$ cat config.mk
export PLATFORM = sky130hd
export DESIGN_NAME = irqc_top
export DESIGN_NICKNAME = d
export VERILOG_FILES = /design/src/rtl/irqc_pkg.sv /design/src/rtl/irqc_edge_bank.sv /design/src/rtl/irqc_pend_bank.sv /design/src/rtl/irqc_regs.sv /design/src/rtl/irqc_out.sv /design/src/rtl/irqc_top.sv
export SDC_FILE = /design/constraint.sdc
export NUM_CORES = 1
export LEC_CHECK = 0
export BUFFER_PORTS_ARGS = -buffer_cell sky130_fd_sc_hd__buf_2
export CAP_MARGIN = 20
export CORE_ASPECT_RATIO = 1.5
export CORE_MARGIN = 1.5
export CORE_UTILIZATION = 30
export DETAILED_ROUTE_END_ITERATION = 10
export SLEW_MARGIN = 20
export SYNTH_ARGS = -nofsm -noshare
export SYNTH_HDL_FRONTEND = slang
export SYNTH_SLANG_ARGS = --single-unit
$ cat constraint.sdc
create_clock -name clk -period 1.4 [get_ports clk]
set_input_delay 0.28 -clock clk [delete_from_list [all_inputs] [get_ports clk]]
set_output_delay 0.28 -clock clk [all_outputs]
set_load 0.02 [all_outputs]
$ cat src/rtl/irqc_pkg.sv
package irqc_pkg;

   // Register selected by a decoded offset
   typedef enum logic [1:0] {
      SEL_NONE = 2'd0,
      SEL_STAT = 2'd1,
      SEL_MASK = 2'd2
   } irqc_sel_e;

   function automatic irqc_sel_e irqc_decode(input logic [15:0] a,
                                             input logic [15:0] stat_ofs,
                                             input logic [15:0] mask_ofs);
      if (a == stat_ofs)      return SEL_STAT;
      else if (a == mask_ofs) return SEL_MASK;
      else                    return SEL_NONE;
   endfunction

endpackage

$ cat src/rtl/irqc_edge_bank.sv
module irqc_edge_bank #(
   parameter int NUM_SRC = 16,
   parameter bit EDGE    = 1'b1
) (
   input  logic               clk,
   input  logic               rst_n,
   input  logic [NUM_SRC-1:0] src,
   output logic [NUM_SRC-1:0] set
);
   generate
      if (EDGE) begin : g_edge
         logic [NUM_SRC-1:0] src_q;
         always_ff @(posedge clk or negedge rst_n) begin
            if (!rst_n) src_q <= '0;
            else        src_q <= src;
         end
         for (genvar i = 0; i < NUM_SRC; i++) begin : g_bit
            assign set[i] = rst_n & src[i] & ~src_q[i];
         end
      end else begin : g_level
         assign set = rst_n ? src : '0;
      end
   endgenerate
endmodule

$ cat src/rtl/irqc_pend_bank.sv
module irqc_pend_bank #(
   parameter int NUM_SRC = 16
) (
   input  logic               clk,
   input  logic               rst_n,
   input  logic [NUM_SRC-1:0] set,
   input  logic [NUM_SRC-1:0] clr,
   output logic [NUM_SRC-1:0] pend
);
   generate
      for (genvar i = 0; i < NUM_SRC; i++) begin : g_bit
         always_ff @(posedge clk or negedge rst_n) begin
            if (!rst_n)      pend[i] <= 1'b0;
            else if (set[i]) pend[i] <= 1'b1;   // new event beats a clear
            else if (clr[i]) pend[i] <= 1'b0;
         end
      end
   endgenerate
endmodule

$ cat src/rtl/irqc_regs.sv
module irqc_regs
   import irqc_pkg::*;
#(
   parameter int NUM_SRC                 = 16,
   parameter int ADDR_W                  = 8,
   parameter int DATA_W                  = 32,
   parameter logic [ADDR_W-1:0] STAT_OFS = 8'h70,
   parameter logic [ADDR_W-1:0] MASK_OFS = 8'h74
) (
   input  logic               clk,
   input  logic               rst_n,
   input  logic               wr_en,
   input  logic               rd_en,
   input  logic [ADDR_W-1:0]  addr,
   input  logic [DATA_W-1:0]  wr_data,
   input  logic [NUM_SRC-1:0] pend,
   output logic [NUM_SRC-1:0] clr,
   output logic [NUM_SRC-1:0] mask,
   output logic [DATA_W-1:0]  rd_data,
   output logic               rd_valid
);
   irqc_sel_e sel;

   always_comb sel = irqc_decode(16'(addr), 16'(STAT_OFS), 16'(MASK_OFS));

   assign clr = (wr_en && sel == SEL_STAT) ? wr_data[NUM_SRC-1:0] : '0;

   always_ff @(posedge clk or negedge rst_n) begin
      if (!rst_n)                       mask <= '0;
      else if (wr_en && sel == SEL_MASK) mask <= wr_data[NUM_SRC-1:0];
   end

   always_ff @(posedge clk or negedge rst_n) begin
      if (!rst_n) begin
         rd_valid <= 1'b0;
         rd_data  <= '0;
      end else begin
         rd_valid <= rd_en;
         if (!rd_en) rd_data <= '0;
         else begin
            case (sel)
               SEL_STAT: rd_data <= DATA_W'(pend);
               SEL_MASK: rd_data <= DATA_W'(mask);
               default:  rd_data <= '0;
            endcase
         end
      end
   end

   generate
      if (NUM_SRC < DATA_W) begin : g_upper
         logic unused_upper;
         assign unused_upper = ^wr_data[DATA_W-1:NUM_SRC];
      end
   endgenerate
endmodule

$ cat src/rtl/irqc_out.sv
module irqc_out #(
   parameter int NUM_SRC = 16,
   parameter bit OUT_REG = 1'b1
) (
   input  logic               clk,
   input  logic               rst_n,
   input  logic [NUM_SRC-1:0] pend,
   input  logic [NUM_SRC-1:0] mask,
   output logic               irq
);
   logic hit;
   assign hit = |(pend & mask);

   generate
      if (OUT_REG) begin : g_reg
         always_ff @(posedge clk or negedge rst_n) begin
            if (!rst_n) irq <= 1'b0;
            else        irq <= hit;
         end
      end else begin : g_comb
         logic unused_clk;
         assign unused_clk = clk ^ rst_n;
         assign irq = hit;
      end
   endgenerate
endmodule

$ cat src/rtl/irqc_top.sv
module irqc_top #(
   parameter int NUM_SRC                 = 16,
   parameter int ADDR_W                  = 8,
   parameter int DATA_W                  = 32,
   parameter logic [ADDR_W-1:0] STAT_OFS = 8'h70,
   parameter logic [ADDR_W-1:0] MASK_OFS = 8'h74,
   parameter bit EDGE                    = 1'b1,
   parameter bit OUT_REG                 = 1'b1
) (
   input  logic               clk,
   input  logic               rst_n,
   input  logic [NUM_SRC-1:0] src,
   input  logic               wr_en,
   input  logic               rd_en,
   input  logic [ADDR_W-1:0]  addr,
   input  logic [DATA_W-1:0]  wr_data,
   output logic [DATA_W-1:0]  rd_data,
   output logic               rd_valid,
   output logic               cpu_irq
);
   generate
      if (NUM_SRC < 1 || NUM_SRC > DATA_W) begin : g_bad_src
         $error("irqc_top: NUM_SRC must lie in 1..DATA_W");
      end
      if (STAT_OFS == MASK_OFS) begin : g_bad_ofs
         $error("irqc_top: status and mask offsets must differ");
      end
      if (ADDR_W < 1 || ADDR_W > 16) begin : g_bad_addr
         $error("irqc_top: ADDR_W must lie in 1..16");
      end
   endgenerate

   logic [NUM_SRC-1:0] src_set;
   logic [NUM_SRC-1:0] wr_clr;
   logic [NUM_SRC-1:0] pend;
   logic [NUM_SRC-1:0] mask;

   irqc_edge_bank #(.NUM_SRC(NUM_SRC), .EDGE(EDGE)) u_edge (
      .clk(clk), .rst_n(rst_n), .src(src), .set(src_set)
   );

   irqc_pend_bank #(.NUM_SRC(NUM_SRC)) u_pend (
      .clk(clk), .rst_n(rst_n), .set(src_set), .clr(wr_clr), .pend(pend)
   );

   irqc_regs #(
      .NUM_SRC(NUM_SRC), .ADDR_W(ADDR_W), .DATA_W(DATA_W),
      .STAT_OFS(STAT_OFS), .MASK_OFS(MASK_OFS)
   ) u_regs (
      .clk(clk), .rst_n(rst_n), .wr_en(wr_en), .rd_en(rd_en), .addr(addr),
      .wr_data(wr_data), .pend(pend), .clr(wr_clr), .mask(mask),
      .rd_data(rd_data), .rd_valid(rd_valid)
   );

   irqc_out #(.NUM_SRC(NUM_SRC), .OUT_REG(OUT_REG)) u_out (
      .clk(clk), .rst_n(rst_n), .pend(pend), .mask(mask), .irq(cpu_irq)
   );
endmodule

# After elaboration in Yosys (flattened, before gate mapping)
# Cells that the tools add are included.
# classes
magnitude_cmp,0
bitwise_logic,49
mul,0
addsub,0
div,0
muxes,37
n_reduce_logical,19
shifts,0
eq_ne,4
# ops
operator,n
AND 1 bit,32
two-way mux 1 bit,32
two-way mux 32 bit,1
one-hot mux 16 bit (2 select lines),1
nonzero test 2 bit,16
AND 16 bit,1
== test 8 x 7 -> 1 bit (second input constant),2
two-way mux 16 bit,1
NOT 1 bit,16
OR reduction 16 bit,1
two-way mux 2 bit,2
== test 2 x 1 -> 1 bit (second input constant),1
== test 2 bit (second input constant),1
logical AND 1 bit,2
# totals
mem_bits_ro,0
input_bits,60
memories,0
latch_bits,0
word_cells,130
mem_bits_rw,0
ff_bits,82

# Depth between registers and ports, before layout
# Gate-level depths: netlist (run 1).
# depth
depth_word,8
depth_mapped,5

# Modules after synthesis
# From an unflattened synthesis (run 1), not the netlist that was laid out.
# unflattened
hier_cells,219
area_unflattened_um2,2879.0
# modules_own_cells
module,cells_each,area_per_inst_um2,n_inst
irqc_regs,128,1612.8,1
irqc_pend_bank,48,580.6,1
irqc_edge_bank,33,559.3,1
irqc_out,10,126.4,1

# Worst setup path after synthesis (run 1)
# Ideal clock, no wire load.
# synth_timing
kind,in2reg
start,input addr[3]
end,register u_regs.mask[10]
path_stages,4
slack_ps,-84
t_required_ps,1275
arrival_ps,1359
setup_ps,125
path_buffers,1
path_cell_list,nor4b_4 > nand3_4 > buf_6 > mux2_4
# synth_via
elab_chain_cells,5
# synth_lines
element,line,rtl
"start, declared",irqc_top.sv:15,"input logic [ADDR_W-1:0] addr,"
== test 8 x 7 -> 1 bit,irqc_pkg.sv:14,else if (a == mask_ofs) return SEL_MASK;
two-way mux 2 bit,irqc_pkg.sv:14,
two-way mux 2 bit (*),irqc_pkg.sv:13,if (a == stat_ofs) return SEL_STAT;
== test 2 bit (*),irqc_regs.sv:30,else if (wr_en && sel == SEL_MASK) mask <= wr_data[NUM_SRC-1:0];
logical AND 1 bit (*),irqc_regs.sv:30,
"end signal, assigned",irqc_regs.sv:30,
"end, declared",irqc_regs.sv:18,"output logic [NUM_SRC-1:0] mask,"
# Mark *: on every way between the ends. The rest lies on a longest branch, timed or not.
# A chain may end at the register's enable or synchronous reset.

# Worst setup path in the final report (run 1)
# layout_timing
start,register u_pend.pend[9]
end,register u_out.irq
# layout_via
elab_chain_cells,2
# layout_lines
element,line,rtl
"start, declared",irqc_pend_bank.sv:8,output logic [NUM_SRC-1:0] pend
"start signal, assigned by index",irqc_pend_bank.sv:13,if (!rst_n) pend[i] <= 1'b0;
"start signal, assigned by index",irqc_pend_bank.sv:14,else if (set[i]) pend[i] <= 1'b1;
"start signal, assigned by index",irqc_pend_bank.sv:15,else if (clr[i]) pend[i] <= 1'b0;
AND 16 bit,irqc_out.sv:12,assign hit = |(pend & mask);
OR reduction 16 bit,irqc_out.sv:12,
named net u_out.hit,irqc_out.sv:11,logic hit;
"end signal, assigned",irqc_out.sv:18,else irq <= hit;
"end, declared",irqc_out.sv:9,output logic irq
# The timed path passes the listed nets, and every way through them passes these cells.

==> results of run 1 <==
[registers in the layout, indices dropped and copies added, names as in the netlist]
| register | count |
|---|---|
| u_regs.rd_valid | 1 |
| u_edge.g_edge.src_q | 16 |
| u_out.irq | 1 |
| u_regs.mask | 16 |
| u_pend.pend | 16 |
| u_regs.rd_data | 16 |
[kinds of logic after synthesis]
logic type      after synthesis  synth area share [%]
simple gates                 54                  12.0
mux                          32                  13.8
flops                        66                  60.2
other cells                   1                 0.137
buf+inv                      27                  6.20
compound gates               24                  7.66
[through the flow]
stage                     hold slack (ps)  cell area [um^2]  TNS, ps  instances
final                                64.0              3580        0        394
after global routing                 50.0              3580        0        394
after CTS                            48.4              3580        0        394
after detailed placement              264              3240    -1760        377
after global placement                267              3240    -1430        377
after floorplan                     -15.6              2800     -910        219
[metal layers]
metal | GRT usage [%] | share of wire (%)
met1 | 16.7 | 43
met2 | 20.3 | 48
met3 | 5.10 | 7.2
met4 | 7.33 | 2.4
met5 | 0 | 0
[placed cells by master (no fill, tap or decap)]
cell type	synthesis	routed
nor2_1	16	16
and4b_1	1	1
nand4_1	1	1
mux2i_1	16	16
conb_1	1	16
a22o_1	4	4
clkinvlp_4	0	4
mux2_2	6	6
dlygate4sd3_1	0	1
buf_2	1	60
o2bb2ai_1	16	16
mux2_4	10	10
nor4b_4	1	1
nand3_4	1	1
clkbuf_8	0	1
buf_12	0	5
clkbuf_16	0	9
nand2_1	17	17
buf_4	16	10
a221oi_1	4	4
nand4b_1	16	16
nor4b_1	1	1
dfrtp_1	66	66
bufinv_16	0	2
[power groups by stage]
stage               registers, mW  clock network, mW  logic [mW]
finish                       2.01               2.44       0.382
detailed placement           2.04                  0       0.386
global placement             2.04                  0       0.380
CTS                          2.01               2.51       0.390
global route                 2.01               2.59       0.421
floorplan                    2.05                  0       0.211
[final timing paths]
kind | from | end
max | u_pend.pend[9]$_DFFE_PN0P_ | u_out.irq$_DFF_PN0_
max reg2reg | u_pend.pend[9]$_DFFE_PN0P_ | u_out.irq$_DFF_PN0_
min | src[7] | u_edge.g_edge.src_q[7]$_DFF_PN0_
max in group asynchronous | rst_n | u_regs.rd_data[12]$_DFF_PN0_
min reg2reg | u_edge.g_edge.src_q[5]$_DFF_PN0_ | u_pend.pend[5]$_DFFE_PN0P_
min in group asynchronous | rst_n | u_regs.mask[11]$_DFFE_PN0P_
[cell type report]
cell class,instances,share of cell area [%]
flip-flops and latches,66,46.1
multi-input cells,126,27.3
repair buffers,76,13.6
clock buffers,10,6.67
well taps,110,3.84
clock inverters,6,2.51
[worst max-delay path, cell delays in order (launching register included)]
cell and delay, ps:
dfrtp_1 400, a22o_1 250, a221oi_1 310, nand4_1 120
==> reports/summary.log, run 1 <==
qor: pwr.power.share.switching 22.3%
qor: layout.final_nets 339
qor: synth.post_synth_num_cell_types 21
qor: global_route.track_usage 13.6%
qor: clock_tree.clkSinkCount 66
qor: sta.setup_repair_after_global_routing_missed_its_margin no
qor: placement.count_of_port_buffers_added_during_placement 61
qor: synth.ys_ff_latch 66
qor: sta.finalMaxSlewViolations 0
qor: synth.seq_area_frac_synth 60.2%
qor: pwr.p_per_area 1350 nW/um^2
qor: floorplanning.placeable_core_region 8880 um^2
qor: worst_setup_path.timing.critical_path.from_type flip-flop
qor: global_route.grt_pass1_wl 9430 um
qor: clock_tree.postCtsSetupRepairBufs 0
qor: synth.yosysWarnings 0
qor: pwr.power.total 4.83 mW
qor: synth.synth_cells 204
qor: sta.setup-violations-final 0
qor: worst_setup_path.critical_path_endpoint_category flip-flop
qor: synth.yosys.area.top_type_share 60.2%
qor: floorplanning.pin_count 94
qor: layout.flow.area_growth_from_synthesis 30.6%
qor: synth.yosys.area.top_type dfrtp_1
qor: sta.final_min_period_over_clock_period 86.8%
qor: clock_tree.htree_num_levels 3
qor: worst_setup_path.reg2reg_setup_slack 180 ps
qor: synth.synthesis.area_per_instance 13.5 um^2
qor: sta.clock-skew-final 5.56 ps
qor: worst_setup_path.crit_path_max_fo 3
qor: layout.multiInputGateArea 978 um^2
qor: sta.final_critical_path_setup_slack 185 ps
qor: global_route.initial_antenna_violation_count 0
qor: clock_tree.clkLatencyLatePin 330 ps
qor: detailed_routing.drt_pass1_iterations 4
qor: detailed_routing.avgViaCountPerCell 4.61
qor: clock_tree.cts_made_buffers 9
qor: synth.syn_area 2740 um^2
qor: layout.antenna-diode-count 0
qor: layout.num-fill-cells 839
qor: synth.postSynth.asyncResetShare 100%
qor: clock_tree.cts_root_buf clkbuf_16
qor: detailed_routing.route.antenna.remaining_nets 0
qor: synth.synth_common_cells 66 x dfrtp_1, 17 x nand2_1
qor: clock_tree.clock_tree_from_tritoncts built
qor: clock_tree.path_clk_slew 60 ps
qor: clock_tree.ctsLongestPathBuffers 2
qor: status.run_status finished, final reports clean
qor: placement.detailed_place_hpwl 4070 um
qor: job.max-cap-violations 0
qor: pwr.ir_worst_vdd 0.566 mV
qor: detailed_routing.detail_route.wl_per_cell 14.7 um
qor: detailed_routing.route.vias.total 1818
qor: detailed_routing.routed_wl 5810 um
qor: global_route.grt_pass1_vias 1901
qor: pwr.total_leakage_power 1.75 nW
qor: floorplanning.row_count 42
qor: detailed_routing.drcViolationCount 0
qor: synth.synth_most_common_cell dfrtp_1
qor: clock_tree.ctsResizeCount 0
qor: floorplanning.initial_core_util 30.9%
qor: sta.timing.fmax 823 MHz
qor: worst_setup_path.worst_ep_arrival_time 1410 ps
qor: sta.hold_viol 0
qor: global_route.grt_start_max_net_pins 33
qor: detailed_routing.drtIter0Drc 99
qor: worst_setup_path.critical_path_class reg2reg
qor: global_route.gr-total-overflow 0
qor: sta.finalCriticalPeriod 1220 ps
qor: layout.layout_cell_share_with_drive_strength_beyond_1 38.4%
qor: hold_path.min-delay-path-class in2reg
qor: floorplanning.die_w 81.1 um
qor: layout.core_util_final 40.3%
qor: worst_setup_path.worst-endpoint-required 1590 ps
qor: clock_tree.hold_buffers 1
qor: synth.synthFlopType dfrtp_1
qor: floorplanning.fp.dieArea 9740 um^2
qor: worst_setup_path.r2r_cells 3
qor: pwr.p_seq_share 41.6%
qor: pwr.p_int 3.75 mW
qor: placement.gp_congestion 0.754
qor: synth.yosys-top-cells-area dfrtp_1 60%, mux2i_1 5.8%, mux2_4 5.5%
qor: layout.register_area 1650 um^2
qor: pwr.pwr-share-comb 7.9%
qor: pwr.net-switching-power 1.08 mW
qor: hold_path.whs_path_depth 1
qor: synth.synth_edf_count 0
qor: pwr.clkPwrFrac 50.5%
qor: floorplanning.die_h 120 um
qor: placement.pre_cts_ws -66.8 ps
Note: power is estimated with default switching activity, not from simulation.
==> run 2, diff against run 1 <==
--- a/config.mk
+++ b/config.mk
@@ -11,6 +11,7 @@
 export CORE_MARGIN = 1.5
 export CORE_UTILIZATION = 30
 export DETAILED_ROUTE_END_ITERATION = 10
+export PLACE_DENSITY_LB_ADDON = 0.15
 export SLEW_MARGIN = 20
 export SYNTH_ARGS = -nofsm -noshare
 export SYNTH_HDL_FRONTEND = slang
==> reports/summary.log, run 2 (synthesis results as in run 1) <==
qor: status.run_status finished, final reports clean [unchanged]
qor: pwr.ir_worst_vdd 0.651 mV [was 0.566 mV]
qor: detailed_routing.drcViolationCount 0 [unchanged]
qor: clock_tree.clkSinkCount 66 [unchanged]
qor: worst_setup_path.crit_reg_reg_startpoint u_pend.pend[9]$_DFFE_PN0P_ [unchanged]
qor: job.max-cap-violations 0 [unchanged]
qor: layout.layout.cells.most_common dfrtp_1 [unchanged]
qor: clock_tree.ctsResizeCount 0 [unchanged]
qor: detailed_routing.route.antenna.remaining_nets 0 [unchanged]
qor: sta.setup_repair_after_global_routing_missed_its_margin no [unchanged]
qor: floorplanning.initial_core_util 30.9% [unchanged]
qor: floorplanning.die_w 81.1 um [unchanged]
qor: detailed_routing.routed_wl 5920 um [was 5810 um]
qor: layout.layout.cells.most_common_list 66 x dfrtp_1, 60 x buf_2, 17 x nand2_1 [unchanged]
qor: placement.detailed_place_hpwl 4090 um [was 4070 um]
qor: detailed_routing.drtIter0Drc 50 [was 99]
qor: placement.gp_congestion 0.692 [was 0.754]
qor: floorplanning.fp.dieArea 9740 um^2 [unchanged]
qor: worst_setup_path.r2r_cells 3 [unchanged]
qor: layout.flow.area_growth_from_synthesis 28.1% [was 30.6%]
qor: clock_tree.htree_num_levels 3 [unchanged]
qor: clock_tree.cts_made_buffers 9 [unchanged]
qor: placement.count_of_port_buffers_added_during_placement 61 [unchanged]
qor: sta.hold_viol 0 [unchanged]
qor: clock_tree.path_clk_slew 50 ps [was 60 ps]
qor: layout.antenna-diode-count 0 [unchanged]
qor: clock_tree.clock_tree_from_tritoncts built [unchanged]
qor: layout.layout_cell_share_with_drive_strength_beyond_1 37.1% [was 38.4%]
qor: global_route.grt_pass1_wl 9940 um [was 9430 um]
qor: global_route.track_usage 14.3% [was 13.6%]
qor: pwr.power.total 4.42 mW [was 4.83 mW]
qor: global_route.grt_start_max_net_pins 33 [unchanged]
qor: layout.multiInputGateArea 978 um^2 [unchanged]
qor: detailed_routing.detail_route.wl_per_cell 15.2 um [was 14.7 um]
qor: sta.finalCriticalPeriod 1250 ps [was 1220 ps]
qor: pwr.p_per_area 1260 nW/um^2 [was 1350 nW/um^2]
qor: detailed_routing.drt_pass1_iterations 4 [unchanged]
qor: worst_setup_path.reg2reg_setup_slack 150 ps [was 180 ps]
qor: detailed_routing.avgViaCountPerCell 4.63 [was 4.61]
qor: worst_setup_path.critPathCapture u_out.irq$_DFF_PN0_ [unchanged]
qor: worst_setup_path.timing.critical_path.from_type flip-flop [unchanged]
qor: sta.finalMaxSlewViolations 0 [unchanged]
qor: floorplanning.die_h 120 um [unchanged]
qor: layout.num-fill-cells 866 [was 839]
qor: floorplanning.placeable_core_region 8880 um^2 [unchanged]
qor: hold_path.min-delay-path-class in2reg [unchanged]
qor: worst_setup_path.critical_path_endpoint_category flip-flop [unchanged]
qor: worst_setup_path.crit_path_max_fo 3 [unchanged]
qor: worst_setup_path.rr_endpoint u_out.irq$_DFF_PN0_ [unchanged]
qor: global_route.initial_antenna_violation_count 0 [unchanged]
qor: floorplanning.pin_count 94 [unchanged]
qor: worst_setup_path.worst_ep_arrival_time 1430 ps [was 1410 ps]
qor: pwr.total_leakage_power 1.73 nW [was 1.75 nW]
qor: worst_setup_path.worst-endpoint-required 1580 ps [was 1590 ps]
qor: sta.timing.fmax 797 MHz [was 823 MHz]
qor: floorplanning.row_count 42 [unchanged]
qor: sta.clock-skew-final 3.49 ps [was 5.56 ps]
qor: clock_tree.clkLatencyLatePin 330 ps [about the same]
qor: clock_tree.cts_root_buf clkbuf_16 [unchanged]
qor: global_route.gr-total-overflow 0 [unchanged]
qor: layout.register_area 1650 um^2 [unchanged]
qor: sta.setup-violations-final 0 [unchanged]
qor: detailed_routing.route.vias.total 1805 [was 1818]
qor: layout.core_util_final 39.6% [was 40.3%]
qor: layout.final_nets 336 [was 339]
qor: sta.hold_slack 68.2 ps [was 64.0 ps]
qor: global_route.grt_pass1_vias 1919 [was 1901]
qor: worst_setup_path.critical_path_class reg2reg [unchanged]
qor: worst_setup_path.worstSetupStartpoint u_pend.pend[9]$_DFFE_PN0P_ [unchanged]
qor: sta.final_min_period_over_clock_period 89.6% [was 86.8%]
qor: clock_tree.ctsLongestPathBuffers 2 [unchanged]
run 2: worst max-delay path, stage by stage, from the launching register on:
cell	delay [ps]
dfrtp_1	390
a22o_1	250
a221oi_1	310
nand4_1	150
run 2: layer usage:
layer	wire [um]	vias up	global-route usage (%)
met3	368	9	5.25
li1	-	845	-
met1	2590	892	17.8
met2	2800	59	21.4
met4	155	0	7.44
met5	0	-	0
run 2: how the worst min path moves through the flow:
stage                start                               end  slack [ps]  cells past startpoint
CTS                 src[5]  u_edge.g_edge.src_q[5]$_DFF_PN0_          60                      1
finish              src[2]  u_edge.g_edge.src_q[2]$_DFF_PN0_          70                      1
global placement     rst_n  u_edge.g_edge.src_q[9]$_DFF_PN0_         120                      1
detailed placement   rst_n  u_edge.g_edge.src_q[9]$_DFF_PN0_         120                      1
global route        src[5]  u_edge.g_edge.src_q[5]$_DFF_PN0_          60                      1
floorplan            rst_n  u_edge.g_edge.src_q[0]$_DFF_PN0_         -20                      0
run 2: metrics by stage:
step	TNS (ps)	std cells	instance area [um^2]	setup WS, ps
6_report	0	390	3510	146
5_1_grt	0	390	3510	66.4
4_1_cts	0	390	3510	108
3_5_place_dp	-2150	374	3230	-84.0
3_3_place_gp	-1620	374	3230	-58.3
2_1_floorplan	-910	219	2800	-84.2
run 2: cell type report:
class	count	area share (%)
Multi-Input combinational cell	126	27.8
Clock buffer	12	7.30
Tap cell	110	3.92
Sequential cell	66	47.0
Clock inverter	3	0.427
Timing Repair Buffer	73	13.5
run 2: power breakdown:
| part | internal, mW | switching, mW | total (mW) |
|---|---|---|---|
| logic | 0.170 | 0.211 | 0.380 |
| registers | 1.97 | 0.0306 | 2.00 |
| clock network | 1.27 | 0.763 | 2.04 |
| total | 3.42 | 1.00 | 4.42 |
run 2: timing repair:
item                                    CTS  global route
buffers inserted                          0             0
hold buffers                              1             0
endpoints found under the setup margin    0             0
hold endpoints to repair                 58             0
==> run 3, diff against run 2 <==
--- a/config.mk
+++ b/config.mk
@@ -12,6 +12,7 @@
 export CORE_UTILIZATION = 30
 export DETAILED_ROUTE_END_ITERATION = 10
 export PLACE_DENSITY_LB_ADDON = 0.15
+export REMOVE_ABC_BUFFERS = 1
 export SLEW_MARGIN = 20
 export SYNTH_ARGS = -nofsm -noshare
 export SYNTH_HDL_FRONTEND = slang
==> reports/summary.log, run 3 (synthesis results as in run 1) <==
qor: floorplanning.die_w 81.1 um [unchanged]
qor: sta.setup_repair_after_global_routing_missed_its_margin no [unchanged]
qor: floorplanning.die_h 120 um [unchanged]
qor: clock_tree.clkSinkCount 66 [unchanged]
qor: floorplanning.initial_core_util 30.9% [unchanged]
qor: sta.timing.fmax 811 MHz [was 797 MHz]
qor: hold_path.min-delay-path-class in2reg [unchanged]
qor: sta.setup-violations-final 0 [unchanged]
qor: placement.pre_cts_ws -117 ps [was -84.0 ps]
qor: floorplanning.placeable_core_region 8880 um^2 [unchanged]
qor: detailed_routing.drtIter0Drc 36 [was 50]
qor: floorplanning.row_count 42 [unchanged]
qor: layout.antenna-diode-count 0 [unchanged]
qor: sta.finalMaxSlewViolations 0 [unchanged]
qor: clock_tree.path_clk_slew 50 ps [about the same]
qor: clock_tree.hold_buffers 1 [unchanged]
qor: worst_setup_path.worst-endpoint-required 1590 ps [was 1580 ps]
qor: pwr.p_per_area 1300 nW/um^2 [was 1260 nW/um^2]
qor: sta.finalCriticalPeriod 1230 ps [was 1250 ps]
qor: worst_setup_path.critical_path_endpoint_category flip-flop [unchanged]
qor: detailed_routing.route.antenna.remaining_nets 0 [unchanged]
qor: clock_tree.ctsLongestPathBuffers 2 [unchanged]
qor: layout.final_nets 336 [unchanged]
qor: layout.multiInputGateArea 978 um^2 [unchanged]
qor: placement.placement.cell_area 3220 um^2 [was 3230 um^2]
qor: layout.register_area 1650 um^2 [unchanged]
qor: layout.layout.cells.most_common_list 66 x dfrtp_1, 60 x buf_2, 17 x nand2_1 [unchanged]
qor: worst_setup_path.rr_endpoint u_out.irq$_DFF_PN0_ [unchanged]
qor: clock_tree.clkLatencyLatePin 330 ps [about the same]
qor: pwr.power.total 4.60 mW [was 4.42 mW]
qor: clock_tree.ctsResizeCount 0 [unchanged]
qor: clock_tree.postCtsSetupRepairBufs 0 [unchanged]
qor: global_route.track_usage 13.8% [was 14.3%]
qor: worst_setup_path.crit_path_max_fo 3 [unchanged]
qor: clock_tree.cts_root_buf clkbuf_16 [unchanged]
qor: global_route.grt_start_max_net_pins 43 [was 33]
qor: floorplanning.pin_count 94 [unchanged]
qor: detailed_routing.drcViolationCount 0 [unchanged]
qor: hold_path.whs_path_depth 1 [unchanged]
qor: worst_setup_path.r2r_cells 3 [unchanged]
qor: clock_tree.cts_made_buffers 9 [unchanged]
qor: placement.detailed_place_hpwl 4100 um [was 4090 um]
qor: global_route.initial_antenna_violation_count 0 [unchanged]
qor: sta.final_critical_path_setup_slack 166 ps [was 146 ps]
qor: sta.hold_viol 0 [unchanged]
qor: layout.fin_area 3530 um^2 [was 3510 um^2]
qor: detailed_routing.route.vias.total 1821 [was 1805]
qor: pwr.ir_worst_vdd 0.646 mV [was 0.651 mV]
qor: clock_tree.htree_num_levels 3 [unchanged]
qor: hold_path.holdCritStartpoint rd_en [was src[2]]
qor: global_route.gr-total-overflow 0 [unchanged]
qor: detailed_routing.drt_pass1_iterations 4 [unchanged]
qor: detailed_routing.detail_route.wl_per_cell 15.2 um [about the same]
qor: clock_tree.clock_tree_from_tritoncts built [unchanged]
qor: worst_setup_path.crit_reg_reg_startpoint u_pend.pend[10]$_DFFE_PN0P_ [was u_pend.pend[9]$_DFFE_PN0P_]
qor: hold_path.hold_path_end u_regs.rd_valid$_DFF_PN0_ [was u_edge.g_edge.src_q[2]$_DFF_PN0_]
qor: layout.num-fill-cells 892 [was 866]
qor: placement.count_of_port_buffers_added_during_placement 61 [unchanged]
qor: layout.layout_cell_share_with_drive_strength_beyond_1 37.4% [was 37.1%]
qor: worst_setup_path.reg2reg_setup_slack 170 ps [was 150 ps]
qor: status.run_status finished, final reports clean [unchanged]
qor: layout.flow.area_growth_from_synthesis 28.8% [was 28.1%]
qor: global_route.grt_pass1_wl 9630 um [was 9940 um]
qor: worst_setup_path.worst_ep_arrival_time 1430 ps [about the same]
qor: sta.final_min_period_over_clock_period 88.1% [was 89.6%]
qor: layout.layout.cells.most_common dfrtp_1 [unchanged]
qor: worst_setup_path.timing.critical_path.from_type flip-flop [unchanged]
qor: floorplanning.fp.dieArea 9740 um^2 [unchanged]
qor: detailed_routing.routed_wl 5950 um [was 5920 um]
qor: detailed_routing.avgViaCountPerCell 4.66 [was 4.63]
qor: placement.gp_congestion 0.711 [was 0.692]
qor: sta.clock-skew-final 3.17 ps [was 3.49 ps]
qor: global_route.grt_pass1_vias 1858 [was 1919]
qor: worst_setup_path.critical_path_class reg2reg [unchanged]
qor: pwr.total_leakage_power 1.74 nW [was 1.73 nW]
qor: job.max-cap-violations 0 [unchanged]
[run 3: changes by cell type in the layout (fill, tap and decap cells not counted)]
cell / delta
buf_12: -1
clkbuf_8: +3
buf_4: +1
clkinv_2: -2
[run 3: worst max path at each step]
stage,startpoint,endpoint,slack (ps),cells after the start
after floorplan,addr[3],u_regs.mask[10]$_DFFE_PN0P_,-320,3
after global placement,addr[7],u_regs.rd_data[5]$_DFF_PN0_,-120,6
after detailed placement,addr[7],u_regs.rd_data[5]$_DFF_PN0_,-120,6
after CTS,u_pend.pend[10]$_DFFE_PN0P_,u_out.irq$_DFF_PN0_,140,3
after global routing,u_pend.pend[14]$_DFFE_PN0P_,u_out.irq$_DFF_PN0_,60,3
final,u_pend.pend[10]$_DFFE_PN0P_,u_out.irq$_DFF_PN0_,170,3
[run 3: per-stage QoR]
step	hold WS (ps)	utilization, %	cells	setup TNS [ps]
after floorplan	-15.6	-	192	-5450
final	64.5	39.8	391	0
after CTS	51.6	39.8	391	0
after global placement	273	36.3	374	-4080
after global routing	58.9	39.8	391	0
after detailed placement	276	36.3	374	-4060
[run 3: power breakdown]
group	switching, mW	internal (mW)
registers	0.0312	1.97
clock network	0.782	1.44
logic	0.209	0.163
total	1.02	3.57
[run 3: routing by layer]
metal	track usage (%)	routed length [um]
met5	0	0
met4	9.70	189
met3	2.74	279
met2	22.1	3010
met1	16.1	2470
[run 3: layout make-up]
type / instances / share of cell area [%]
clock inverters: 1 / 0.142
clock buffers: 15 / 8.43
repair buffers: 73 / 13.1
multi-input cells: 126 / 27.7
flip-flops and latches: 66 / 46.7
well taps: 110 / 3.90
[run 3: critical path, cell delays in order, from the launching register on]
cell	delay (ps)
dfrtp_1	400
a22o_1	240
a221oi_1	320
nand4_1	140
